**src/rtl/irq_arb_pkg.sv**
```systemverilog
package irq_arb_pkg;

  localparam int LVL_W = 3;

  typedef logic [LVL_W-1:0] lvl_t;

  typedef struct packed {
    logic gcen;   // stored global enable for neighbouring timers
    logic tlp;    // top-level request pending
    logic tli;    // top-level mask mode
    logic ien;    // interrupt enable
    logic iam;    // 1 nested, 0 concurrent
    lvl_t cpl;    // current priority level
  } ctrl_t;

  localparam ctrl_t CTRL_RST  = 8'h87;
  localparam lvl_t  LVL_IDLE  = '1;
  localparam lvl_t  LVL_TOP   = '0;

endpackage

```
**src/rtl/irq_pick.sv**
```systemverilog
module irq_pick
  import irq_arb_pkg::*;
#(
  parameter int NUM_SRC = 8,
  parameter int IDX_W   = $clog2(NUM_SRC)
) (
  input  logic                     clk,
  input  logic                     rst_n,
  input  logic [NUM_SRC-1:0]       req_i,
  input  logic [NUM_SRC*LVL_W-1:0] lvl_flat_i,
  input  ctrl_t                    ctrl_i,
  output logic                     valid_o,
  output logic                     top_o,
  output logic [IDX_W-1:0]         idx_o,
  output lvl_t                     lvl_o
);

  lvl_t             lvl_a [NUM_SRC];
  logic             best_found;
  lvl_t             best_lvl;
  logic [IDX_W-1:0] best_idx;
  logic             top_ok;
  logic             norm_ok;

  for (genvar g = 0; g < NUM_SRC; g++) begin : g_split
    assign lvl_a[g] = lvl_flat_i[g*LVL_W +: LVL_W];
  end

  always_comb begin
    best_found = 1'b0;
    best_lvl   = LVL_IDLE;
    best_idx   = '0;
    for (int i = 0; i < NUM_SRC; i++) begin
      if (req_i[i] && (lvl_a[i] < ctrl_i.cpl) &&
          (!best_found || (lvl_a[i] < best_lvl))) begin
        best_found = 1'b1;
        best_lvl   = lvl_a[i];
        best_idx   = IDX_W'(i);
      end
    end
  end

  assign top_ok  = ctrl_i.tlp & (~ctrl_i.tli | ctrl_i.ien);
  assign norm_ok = ctrl_i.ien & best_found;

  assign valid_o = top_ok | norm_ok;
  assign top_o   = top_ok;
  assign idx_o   = top_ok ? '0 : best_idx;
  assign lvl_o   = top_ok ? LVL_TOP : best_lvl;

  // an ordinary grant must beat the held level and needs the enable
  p_grant_beats_cpl_r3: assert property (@(posedge clk) disable iff (!rst_n)
    (valid_o && !top_o) |-> (ctrl_i.ien && (lvl_o < ctrl_i.cpl) && req_i[idx_o]));

  // masked top-level request never granted while disabled
  p_top_mask_r10: assert property (@(posedge clk) disable iff (!rst_n)
    (ctrl_i.tli && !ctrl_i.ien) |-> !top_o);

endmodule

```
**src/rtl/irq_lvl_stack.sv**
```systemverilog
module irq_lvl_stack
  import irq_arb_pkg::*;
#(
  parameter int DEPTH = 8,
  parameter int PTR_W = $clog2(DEPTH),
  parameter int CNT_W = $clog2(DEPTH + 1)
) (
  input  logic clk,
  input  logic rst_n,
  input  logic push_i,
  input  lvl_t push_lvl_i,
  input  logic pop_i,
  output lvl_t top_o,
  output logic empty_o
);

  lvl_t             mem_q [DEPTH];
  logic [CNT_W-1:0] cnt_q;
  logic [CNT_W-1:0] cnt_n;
  logic             do_push;
  logic             do_pop;
  logic [PTR_W-1:0] wr_ptr;
  logic [PTR_W-1:0] rd_ptr;

  assign do_push = push_i & (cnt_q < CNT_W'(DEPTH));
  assign do_pop  = pop_i & (cnt_q != '0);
  assign wr_ptr  = cnt_q[PTR_W-1:0];
  assign rd_ptr  = PTR_W'(cnt_q - CNT_W'(1));

  always_comb begin
    cnt_n = cnt_q;
    if (do_push)     cnt_n = cnt_q + CNT_W'(1);
    else if (do_pop) cnt_n = cnt_q - CNT_W'(1);
  end

  always_ff @(posedge clk or negedge rst_n) begin
    if (!rst_n) cnt_q <= '0;
    else        cnt_q <= cnt_n;
  end

  always_ff @(posedge clk) begin
    if (do_push) mem_q[wr_ptr] <= push_lvl_i;
  end

  assign top_o   = mem_q[rd_ptr];
  assign empty_o = (cnt_q == '0);

  // a saved level is readable right after it is pushed
  p_push_visible_r6: assert property (@(posedge clk) disable iff (!rst_n)
    (push_i && !pop_i && empty_o) |=> (!empty_o && top_o == $past(push_lvl_i)));

endmodule

```
**src/rtl/irq_ctrl_reg.sv**
```systemverilog
module irq_ctrl_reg
  import irq_arb_pkg::*;
#(
  parameter int NUM_SRC = 8
) (
  input  logic               clk,
  input  logic               rst_n,
  input  logic [NUM_SRC-1:0] req_i,
  input  logic               top_req_i,
  input  logic               wr_en_i,
  input  logic [7:0]         wr_data_i,
  input  logic               ack_i,
  input  logic               ret_i,
  input  logic               g_valid_i,
  input  logic               g_top_i,
  input  lvl_t               g_lvl_i,
  input  lvl_t               stk_top_i,
  input  logic               stk_empty_i,
  output logic               push_o,
  output lvl_t               push_lvl_o,
  output logic               pop_o,
  output ctrl_t              ctrl_o
);

  ctrl_t ctrl_q;
  ctrl_t ctrl_n;
  ctrl_t wr_val;
  logic  ack_take;
  logic  pending;

  assign ack_take   = ack_i & g_valid_i;
  assign pending    = (|req_i) | ctrl_q.tlp;
  assign wr_val     = ctrl_t'(wr_data_i);
  assign push_lvl_o = ctrl_q.cpl;

  always_comb begin
    ctrl_n = ctrl_q;
    push_o = 1'b0;
    pop_o  = 1'b0;
    if (wr_en_i && !ack_take && !ret_i) begin
      ctrl_n = wr_val;
      if (pending) ctrl_n.ien = ctrl_q.ien;
    end
    if (ack_take) begin
      ctrl_n.ien = 1'b0;
      ctrl_n.cpl = g_lvl_i;
      if (g_top_i) ctrl_n.tlp = 1'b0;
      push_o = ctrl_q.iam;
    end else if (ret_i) begin
      ctrl_n.ien = 1'b1;
      if (ctrl_q.iam && !stk_empty_i) begin
        ctrl_n.cpl = stk_top_i;
        pop_o      = 1'b1;
      end else begin
        ctrl_n.cpl = LVL_IDLE;
      end
    end
    if (top_req_i) ctrl_n.tlp = 1'b1;
  end

  always_ff @(posedge clk or negedge rst_n) begin
    if (!rst_n) ctrl_q <= CTRL_RST;
    else        ctrl_q <= ctrl_n;
  end

  assign ctrl_o = ctrl_q;

  // an accepted acknowledge disables further ordinary interrupts
  p_ack_clears_ien_r5: assert property (@(posedge clk) disable iff (!rst_n)
    (ack_i && g_valid_i) |=> !ctrl_q.ien);

  // a lone return re-enables interrupts
  p_ret_sets_ien_r8: assert property (@(posedge clk) disable iff (!rst_n)
    (ret_i && !ack_i) |=> ctrl_q.ien);

  // concurrent-mode return goes back to the idle level
  p_conc_ret_r7: assert property (@(posedge clk) disable iff (!rst_n)
    (ret_i && !ack_i && !ctrl_q.iam) |=> (ctrl_q.cpl == LVL_IDLE));

  // a top-level request is always latched
  p_top_latch_r9: assert property (@(posedge clk) disable iff (!rst_n)
    top_req_i |=> ctrl_q.tlp);

  // enable bit guarded while anything is pending
  p_ien_guard_r11: assert property (@(posedge clk) disable iff (!rst_n)
    (wr_en_i && pending && !ack_i && !ret_i) |=> $stable(ctrl_q.ien));

endmodule

```
**src/rtl/irq_level_arbiter.sv**
```systemverilog
module irq_level_arbiter
  import irq_arb_pkg::*;
#(
  parameter int NUM_SRC   = 8,
  parameter int STK_DEPTH = 8,
  parameter int IDX_W     = $clog2(NUM_SRC)
) (
  input  logic                   clk,
  input  logic                   rst_n,
  input  logic [NUM_SRC-1:0]     req_i,
  input  logic [NUM_SRC*3-1:0]   req_lvl_i,
  input  logic                   top_req_i,
  input  logic                   wr_en_i,
  input  logic [7:0]             wr_data_i,
  input  logic                   ack_i,
  input  logic                   ret_i,
  output logic                   grant_valid_o,
  output logic                   grant_top_o,
  output logic [IDX_W-1:0]       grant_idx_o,
  output logic [7:0]             ctrl_o
);

  ctrl_t ctrl;
  lvl_t  g_lvl;
  logic  push;
  logic  pop;
  lvl_t  push_lvl;
  lvl_t  stk_top;
  logic  stk_empty;

  irq_pick #(.NUM_SRC(NUM_SRC), .IDX_W(IDX_W)) u_pick (
    .clk        (clk),
    .rst_n      (rst_n),
    .req_i      (req_i),
    .lvl_flat_i (req_lvl_i),
    .ctrl_i     (ctrl),
    .valid_o    (grant_valid_o),
    .top_o      (grant_top_o),
    .idx_o      (grant_idx_o),
    .lvl_o      (g_lvl)
  );

  irq_ctrl_reg #(.NUM_SRC(NUM_SRC)) u_ctrl (
    .clk         (clk),
    .rst_n       (rst_n),
    .req_i       (req_i),
    .top_req_i   (top_req_i),
    .wr_en_i     (wr_en_i),
    .wr_data_i   (wr_data_i),
    .ack_i       (ack_i),
    .ret_i       (ret_i),
    .g_valid_i   (grant_valid_o),
    .g_top_i     (grant_top_o),
    .g_lvl_i     (g_lvl),
    .stk_top_i   (stk_top),
    .stk_empty_i (stk_empty),
    .push_o      (push),
    .push_lvl_o  (push_lvl),
    .pop_o       (pop),
    .ctrl_o      (ctrl)
  );

  irq_lvl_stack #(.DEPTH(STK_DEPTH)) u_stack (
    .clk        (clk),
    .rst_n      (rst_n),
    .push_i     (push),
    .push_lvl_i (push_lvl),
    .pop_i      (pop),
    .top_o      (stk_top),
    .empty_o    (stk_empty)
  );

  assign ctrl_o = ctrl;

endmodule

```
**config.mk**
```make
export PLATFORM = sky130hd
export DESIGN_NAME = irq_level_arbiter
export DESIGN_NICKNAME = d
export VERILOG_FILES = /design/src/rtl/irq_arb_pkg.sv /design/src/rtl/irq_pick.sv /design/src/rtl/irq_lvl_stack.sv /design/src/rtl/irq_ctrl_reg.sv /design/src/rtl/irq_level_arbiter.sv
export SDC_FILE = /design/constraint.sdc
export NUM_CORES = 1
export LEC_CHECK = 0
export BUFFER_PORTS_ARGS = -buffer_cell sky130_fd_sc_hd__buf_2
export CAP_MARGIN = 20
export CORE_ASPECT_RATIO = 0.5
export CORE_MARGIN = 2
export CORE_UTILIZATION = 30
export CTS_BUF_LIST = sky130_fd_sc_hd__clkbuf_8
export DETAILED_ROUTE_END_ITERATION = 10
export GPL_ROUTABILITY_DRIVEN = 0
export SYNTH_ARGS = -nofsm -noshare
export SYNTH_HDL_FRONTEND = slang
export SYNTH_SLANG_ARGS = --single-unit
```
**constraint.sdc**
```tcl
create_clock -name clk -period 16.09 [get_ports clk]
set_input_delay 1.609 -clock clk [delete_from_list [all_inputs] [get_ports clk]]
set_output_delay 1.609 -clock clk [all_outputs]
set_load 0.02 [all_outputs]
```
==> results of run 1 <==
## critical path, delay by kind of cell
| family | cells | cell delay (ns) |
|---|---|---|
| buffers and inverters | 6 | 0.54 |
| adder cells (fa/ha/maj) | 8 | 2.07 |
| AND/OR/NAND/NOR | 12 | 1.88 |
| AO/OA/AOI/OAI | 18 | 3.85 |
| multiplexers | 6 | 1.70 |
## metrics by stage
step	instances	total power, mW
finish	537	0.739
global route	537	0.809
CTS	537	0.742
detailed placement	529	0.664
global placement	529	0.658
floorplan	335	0.547
## synthesized netlist by cell type, drive strengths merged (3+ instances only)
master and number:
nand3b 4, and2 3, nor2 30, dfstp 4
clkbuf 3, nor3b 3, nand2 33, a21o 9
mux2 11, o31a 3, a21oi 15, a211o 3
edfxtp 24, a2111oi 3, a21boi 3, o21bai 3
nand3 9, inv 26, a211oi 6, o21ai 19
mux2i 8, nor2b 7, o22ai 3, or2 3
dfrtp 8, nand2b 7, o21a 5, and3 3
mux4 6, o211ai 3, ha 28
## layout make-up
| class | count | area, sq um | share of cell area |
|---|---|---|---|
| inverter | 26 | 97.6 | 0.0254 |
| timing repair buffer | 58 | 290 | 0.0756 |
| multi-input combinational | 269 | 2140 | 0.558 |
| clock inverter | 3 | 38.8 | 0.0101 |
| tap | 140 | 175 | 0.0456 |
| sequential | 36 | 1030 | 0.267 |
| clock buffer | 5 | 68.8 | 0.0179 |
## registers in the layout, summed over array words and instances, names as in the netlist
signal	cells
u_stack.cnt_q	4
u_stack.mem_q	24
u_ctrl.push_lvl_o	3
u_ctrl.ctrl_o	5
## layout by cell type (no fill, tap or decap), types with 3 or more instances in the layout
cell,instances
buf_2,58
dfrtp_1,8
o22ai_1,3
a21o_1,8
nand3_1,7
o21a_1,5
o21bai_1,3
nor2b_1,6
mux4_2,6
nor2_1,29
dfstp_2,4
mux2i_1,7
a21boi_0,3
a211oi_1,6
edfxtp_1,24
nand3b_1,4
mux2_2,10
or2_2,3
ha_1,28
nand2b_1,7
and3_1,3
o21ai_0,18
o31a_1,3
a21oi_1,14
inv_1,27
clkbuf_8,5
nand2_1,33
## how the worst min path moves through the flow
stage / startpoint / end / slack, ns / cells past startpoint
floorplan: u_stack.cnt_q[1] / u_stack.cnt_q[1] / 0.54 / 2
global placement: u_ctrl.ctrl_o[5] / u_ctrl.ctrl_o[5] / 0.53 / 1
detailed placement: u_ctrl.ctrl_o[5] / u_ctrl.ctrl_o[5] / 0.53 / 1
CTS: u_ctrl.ctrl_o[5] / u_ctrl.ctrl_o[5] / 0.55 / 1
global route: u_ctrl.ctrl_o[5] / u_ctrl.ctrl_o[5] / 0.60 / 1
finish: u_ctrl.ctrl_o[5] / u_ctrl.ctrl_o[5] / 0.56 / 1
## cell families after synthesis
logic type	count (synthesis)	synth area share
buffers and inverters	30	0.0343
muxes	25	0.106
AOI/OAI and AO/OA	99	0.250
adders and majority gates	29	0.110
and+or+nand+nor	113	0.179
xor gates and xnor gates	3	0.00801
DFF	36	0.313
## metal layers
metal / wire length (um) / vias to the layer above / global-route usage
met5: 0 / - / 0
met4: 110 / 0 / 0.0430
met3: 277 / 10 / 0.0184
met2: 3750 / 63 / 0.225
met1: 3980 / 1341 / 0.188
li1: - / 1399 / -
## power by group
part	switching [mW]	internal [mW]	leakage [nW]
Combinational	0.289	0.213	1.23
Sequential	0.0324	0.128	0.352
Clock	0.0308	0.0453	0.0593
Total	0.353	0.387	1.64
==> impl_metrics.json, run 1 <==
{
  "status": "completed",
  "syn_nets": 409,
  "async_reset_ff_frac": 0.333,
  "tns_ns": 0,
  "drt-initial-drc-count": 127,
  "grt.overflow.total": 0,
  "yosys.area.top_type_share": 0.220,
  "antenna_found_initial": 0,
  "critPathKind": "input pin to primary output",
  "rows": 26,
  "cts_buffers": 5,
  "drv_cap": 0,
  "endpoint": "grant_idx_o[2]",
  "rr_worst_depth": 48,
  "rrSetupSlack_ns": 5.24,
  "r2r_start": "u_ctrl.push_lvl_o[2]",
  "nFillCells": 1061,
  "hold_path_class": "register to register",
  "vias": 2813,
  "hpwl_um": 6500,
  "core_area_sq_mm": 0.0104,
  "fin_skew_ns": 0.00388,
  "grt_pass1_vias": 2585,
  "period_share": 0.824,
  "grt_start_max_net_pins": 19,
  "max_freq_mhz": 75.4,
  "clockBufferDepth": 2,
  "rsz0062_at_grt": "no",
  "area_growth_pct": 17.0,
  "fin_ws_ns": 2.83,
  "critPathMaxFanout": 7,
  "cp_common_cell": "ha_1",
  "syn_avg_cell_area_sq_um": 9.80,
  "wl_per_cell_um": 15.1,
  "power.density_mw_per_mm2": 192,
  "htreeDepth": 2,
  "place_ws_ns": 2.90,
  "finalInstanceArea_sq_mm": 0.00384,
  "grt_pass1_wl_um": 13100,
  "die_x_um": 152,
  "detail_route.vias_per_cell": 5.24,
  "yosysTopAreaCell": "edfxtp_1",
  "portBuffers": 58,
  "worstSkewPairLatency_ns": 0.29,
  "drive_above_1_share": 0.275,
  "die_area_sq_mm": 0.0118,
  "place_area_sq_mm": 0.00373,
  "grt_util_all_layers": 0.137,
  "ir_drop_uv": 62.6,
  "clkTransAtPathRegs_ns": 0.06,
  "io_pins": 59,
  "slew-limit-headroom": 0.543,
  "finish.utilization": 0.369,
  "dr.pass1.iters": 4,
  "post_cts_buffers": 0,
  "worstMarginPinSlew_ns": 0.683,
  "synth-seq-area-share": 0.313,
  "synth_ff_type": "edfxtp_1",
  "setup_viol_count_final": 0,
  "period_minus_slack_ns": 13.26,
  "fin_hold_ws_ns": 0.556,
  "cpPeakStageDelay_ns": 0.40,
  "drc": 0,
  "worstPathRequired_ns": 14.48,
  "initial_utilization": 0.315,
  "yosysWarnings": 0,
  "startpoint": "req_lvl_i[1]",
  "syn_inst": 335,
  "num-nets-final": 470,
  "cp-start-kind": "input pin",
  "cts_resized": 0,
  "clock-sinks": 36,
  "synth_edf_count": 24,
  "critPathSlowestCell": "a221oi_4",
  "cts_root_buf": "clkbuf_8",
  "cts_tree": "built",
  "postCtsHoldBufs": 0,
  "final-hold-violation-count": 0,
  "slew_viol_final": 0,
  "antenna_left": 0,
  "critPathArrivalTime_ns": 11.65,
  "ys_seq_elements": 36,
  "finalWirelength_um": 8120,
  "num_antenna_cells": 0,
  "die_h_um": 78.0,
  "r2r-end": "u_ctrl.push_lvl_o[0]",
  "synth_area_sq_mm": 0.00328,
  "synthTopCellsByArea": "edfxtp_1 22%, ha_1 11%, dfrtp_1 6.1%",
  "cp-end-kind": "primary output",
  "p_leak_nw": 1.64,
  "yosysUniqueCellTypes": 79
}
Power figures use the tool's default switching activity.
==> inputs of run 2 (changes only) <==
--- a/config.mk
+++ b/config.mk
@@ -5,6 +5,7 @@
 export SDC_FILE = /design/constraint.sdc
 export NUM_CORES = 1
 export LEC_CHECK = 0
+export ABC_AREA = 1
 export BUFFER_PORTS_ARGS = -buffer_cell sky130_fd_sc_hd__buf_2
 export CAP_MARGIN = 20
 export CORE_ASPECT_RATIO = 0.5
==> constraint.sdc (replaced) <==
create_clock -name clk -period 11 [get_ports clk]
set_input_delay 1.1 -clock clk [delete_from_list [all_inputs] [get_ports clk]]
set_output_delay 1.1 -clock clk [all_outputs]
set_load 0.02 [all_outputs]
==> impl_metrics.json, run 2 <==
{
  "status": "completed",
  "cpPeakStageDelay_ns": 0.64,
  "layout_commonest_cell": "nand2_1",
  "rr_worst_depth": 61,
  "period_minus_slack_ns": 9.62,
  "clkTransAtPathRegs_ns": 0.07,
  "ir_drop_uv": 89.5,
  "htreeDepth": 2,
  "cp-end-kind": "primary output",
  "ys_seq_elements": 36,
  "drv_cap": 0,
  "grt_start_max_net_pins": 17,
  "whs_path_depth": 1,
  "num-nets-final": 519,
  "critPathKind": "register to primary output",
  "yosysTopAreaCell": "edfxtp_1",
  "cp-start-kind": "register",
  "multiInputGateArea_sq_mm": 0.00176,
  "drt-initial-drc-count": 189,
  "r2r_start": "u_ctrl.push_lvl_o[2]",
  "hold_path_class": "register to register",
  "met3_length_um": 186,
  "numPlacedInstances": 573,
  "ys_top_cells_by_count": "89 x nand2_1, 51 x inv_1, 36 x nand3_1, 28 x ha_1, 25 x a21oi_1",
  "syn_nets": 458,
  "hold-path-endpoint": "u_ctrl.ctrl_o[5]",
  "synth-seq-area-share": 0.341,
  "num_antenna_cells": 0,
  "die_x_um": 146,
  "critPathMaxFanout": 11,
  "setup_viol_count_final": 0,
  "max_freq_mhz": 104,
  "yosysMostFrequentCell": "nand2_1",
  "synth_area_sq_mm": 0.00301,
  "syn_inst": 384,
  "die_area_sq_mm": 0.0109,
  "antenna_found_initial": 0,
  "grt_pass1_vias": 2555,
  "die_h_um": 74.9,
  "syn_avg_cell_area_sq_um": 7.84,
  "async_reset_ff_frac": 0.333,
  "antenna_left": 0,
  "p_leak_nw": 1.76,
  "clock-sinks": 36,
  "drive_above_1_share": 0.249,
  "synth_ff_type": "edfxtp_1",
  "period_share": 0.875,
  "rows": 25,
  "initial_utilization": 0.314,
  "fin_skew_ns": 0.00569,
  "grt_util_all_layers": 0.141,
  "post_cts_buffers": 0,
  "yosysWarnings": 0,
  "finalWirelength_um": 7380,
  "drc": 0,
  "wl_met2_um": 3440,
  "clockBufferDepth": 2,
  "detail_route.vias_per_cell": 4.68,
  "slew_viol_final": 0,
  "regArea_sq_mm": 0.00103,
  "cts_buffers": 5,
  "tns_ns": 0,
  "synthTopCellsByArea": "edfxtp_1 24%, ha_1 12%, nand2_1 11%",
  "startpoint": "u_ctrl.push_lvl_o[2]",
  "cp_common_cell": "nand2_1",
  "yosys.area.top_type_share": 0.239,
  "hpwl_um": 5990,
  "power.density_mw_per_mm2": 258,
  "wl_per_cell_um": 12.7,
  "critPathSlowestCell": "dfstp_2",
  "top_register": "u_stack.mem_q",
  "mostFrequentLayoutCells": "89 x nand2_1, 58 x buf_2, 52 x inv_1",
  "worstMarginPinSlew_ns": 0.576,
  "worstPathRequired_ns": 9.90,
  "portBuffers": 58,
  "power_mw": 0.919,
  "dr.pass1.iters": 4,
  "area_growth_pct": 18.3,
  "io_pins": 59,
  "instances_no_fill": 581,
  "rrSetupSlack_ns": 2.96,
  "final-hold-violation-count": 0,
  "synth_edf_count": 24,
  "critPathArrivalTime_ns": 8.52,
  "cts_tree": "built",
  "slew-limit-headroom": 0.616,
  "core_area_sq_mm": 0.00960,
  "cts_resized": 0,
  "largest_reg_flops": 24,
  "yosysUniqueCellTypes": 40,
  "wl_met1_um": 3680,
  "grt_pass1_wl_um": 12300,
  "grt.overflow.total": 0,
  "highest_layer": "met4",
  "rsz0062_at_grt": "no",
  "r2r-end": "u_ctrl.push_lvl_o[0]",
  "vias": 2721,
  "worstSkewPairLatency_ns": 0.29,
  "nFillCells": 1016,
  "cts_root_buf": "clkbuf_8",
  "postCtsHoldBufs": 0,
  "min-delay-start": "u_ctrl.ctrl_o[5]"
}
-- run 2: changes by cell type in the layout (fill, tap and decap cells not counted), moves of 7 or more --
cell      change
a21o_1        -8
nor2_1       -11
nand2_4      +10
nand3_1      +29
inv_1        +25
nand2_2      +14
nand2b_1      -7
nand2_1      +56
a21oi_1      +11
mux2_2        -8
-- run 2: worst max path at each step --
stage	to	slack (ns)
finish	grant_idx_o[2]	1.38
CTS	grant_idx_o[1]	1.31
floorplan	grant_idx_o[1]	2.31
global route	grant_idx_o[1]	0.55
detailed placement	grant_idx_o[1]	1.42
global placement	grant_idx_o[1]	1.55
-- run 2: power breakdown --
| part | leakage (nW) | internal [mW] | total [mW] | switching, mW |
|---|---|---|---|---|
| registers | 0.354 | 0.187 | 0.226 | 0.0389 |
| clock network | 0.0593 | 0.0662 | 0.111 | 0.0452 |
| logic | 1.35 | 0.214 | 0.581 | 0.367 |
-- run 2: stage by stage --
step                      instance area (sq um)  worst slack, ns  utilization  hold slack (ns)
after floorplan                            3010             2.31            -            0.533
after global placement                     3460             1.55        0.360            0.536
after detailed placement                   3460             1.42        0.360            0.532
after CTS                                  3560             1.31        0.371            0.548
after global routing                       3560            0.548        0.371            0.564
final                                      3560             1.38        0.371            0.551
-- run 2: final cells by class --
type,instances,area share
flip-flops and latches,36,0.288
clock inverters,3,0.0109
clock buffers,5,0.0193
well taps,135,0.0474
multi-input cells,287,0.493
inverters,57,0.0600
repair buffers,58,0.0815
-- run 2: cell families after synthesis --
logic type      share of synthesized area
compound gates                      0.135
xor+xnor                           0.0116
fa+ha+maj                           0.116
buf+inv                            0.0760
flops                               0.341
mux                                0.0108
simple gates                        0.310
-- run 2: per-layer routing --
metal	GRT usage	vias to the layer above
li1	-	1436
met1	0.189	1249
met2	0.248	30
met3	0.0194	6
met4	0.0359	0
met5	0	-
-- run 2: critical path: cells and delay by family (launching register included) --
kind                       cells  cell delay [ns]
adders and majority gates      8             2.31
DFF                            1             0.64
and+or+nand+nor               34             2.54
buffers and inverters          8             0.74
AOI/OAI and AO/OA             10             1.99
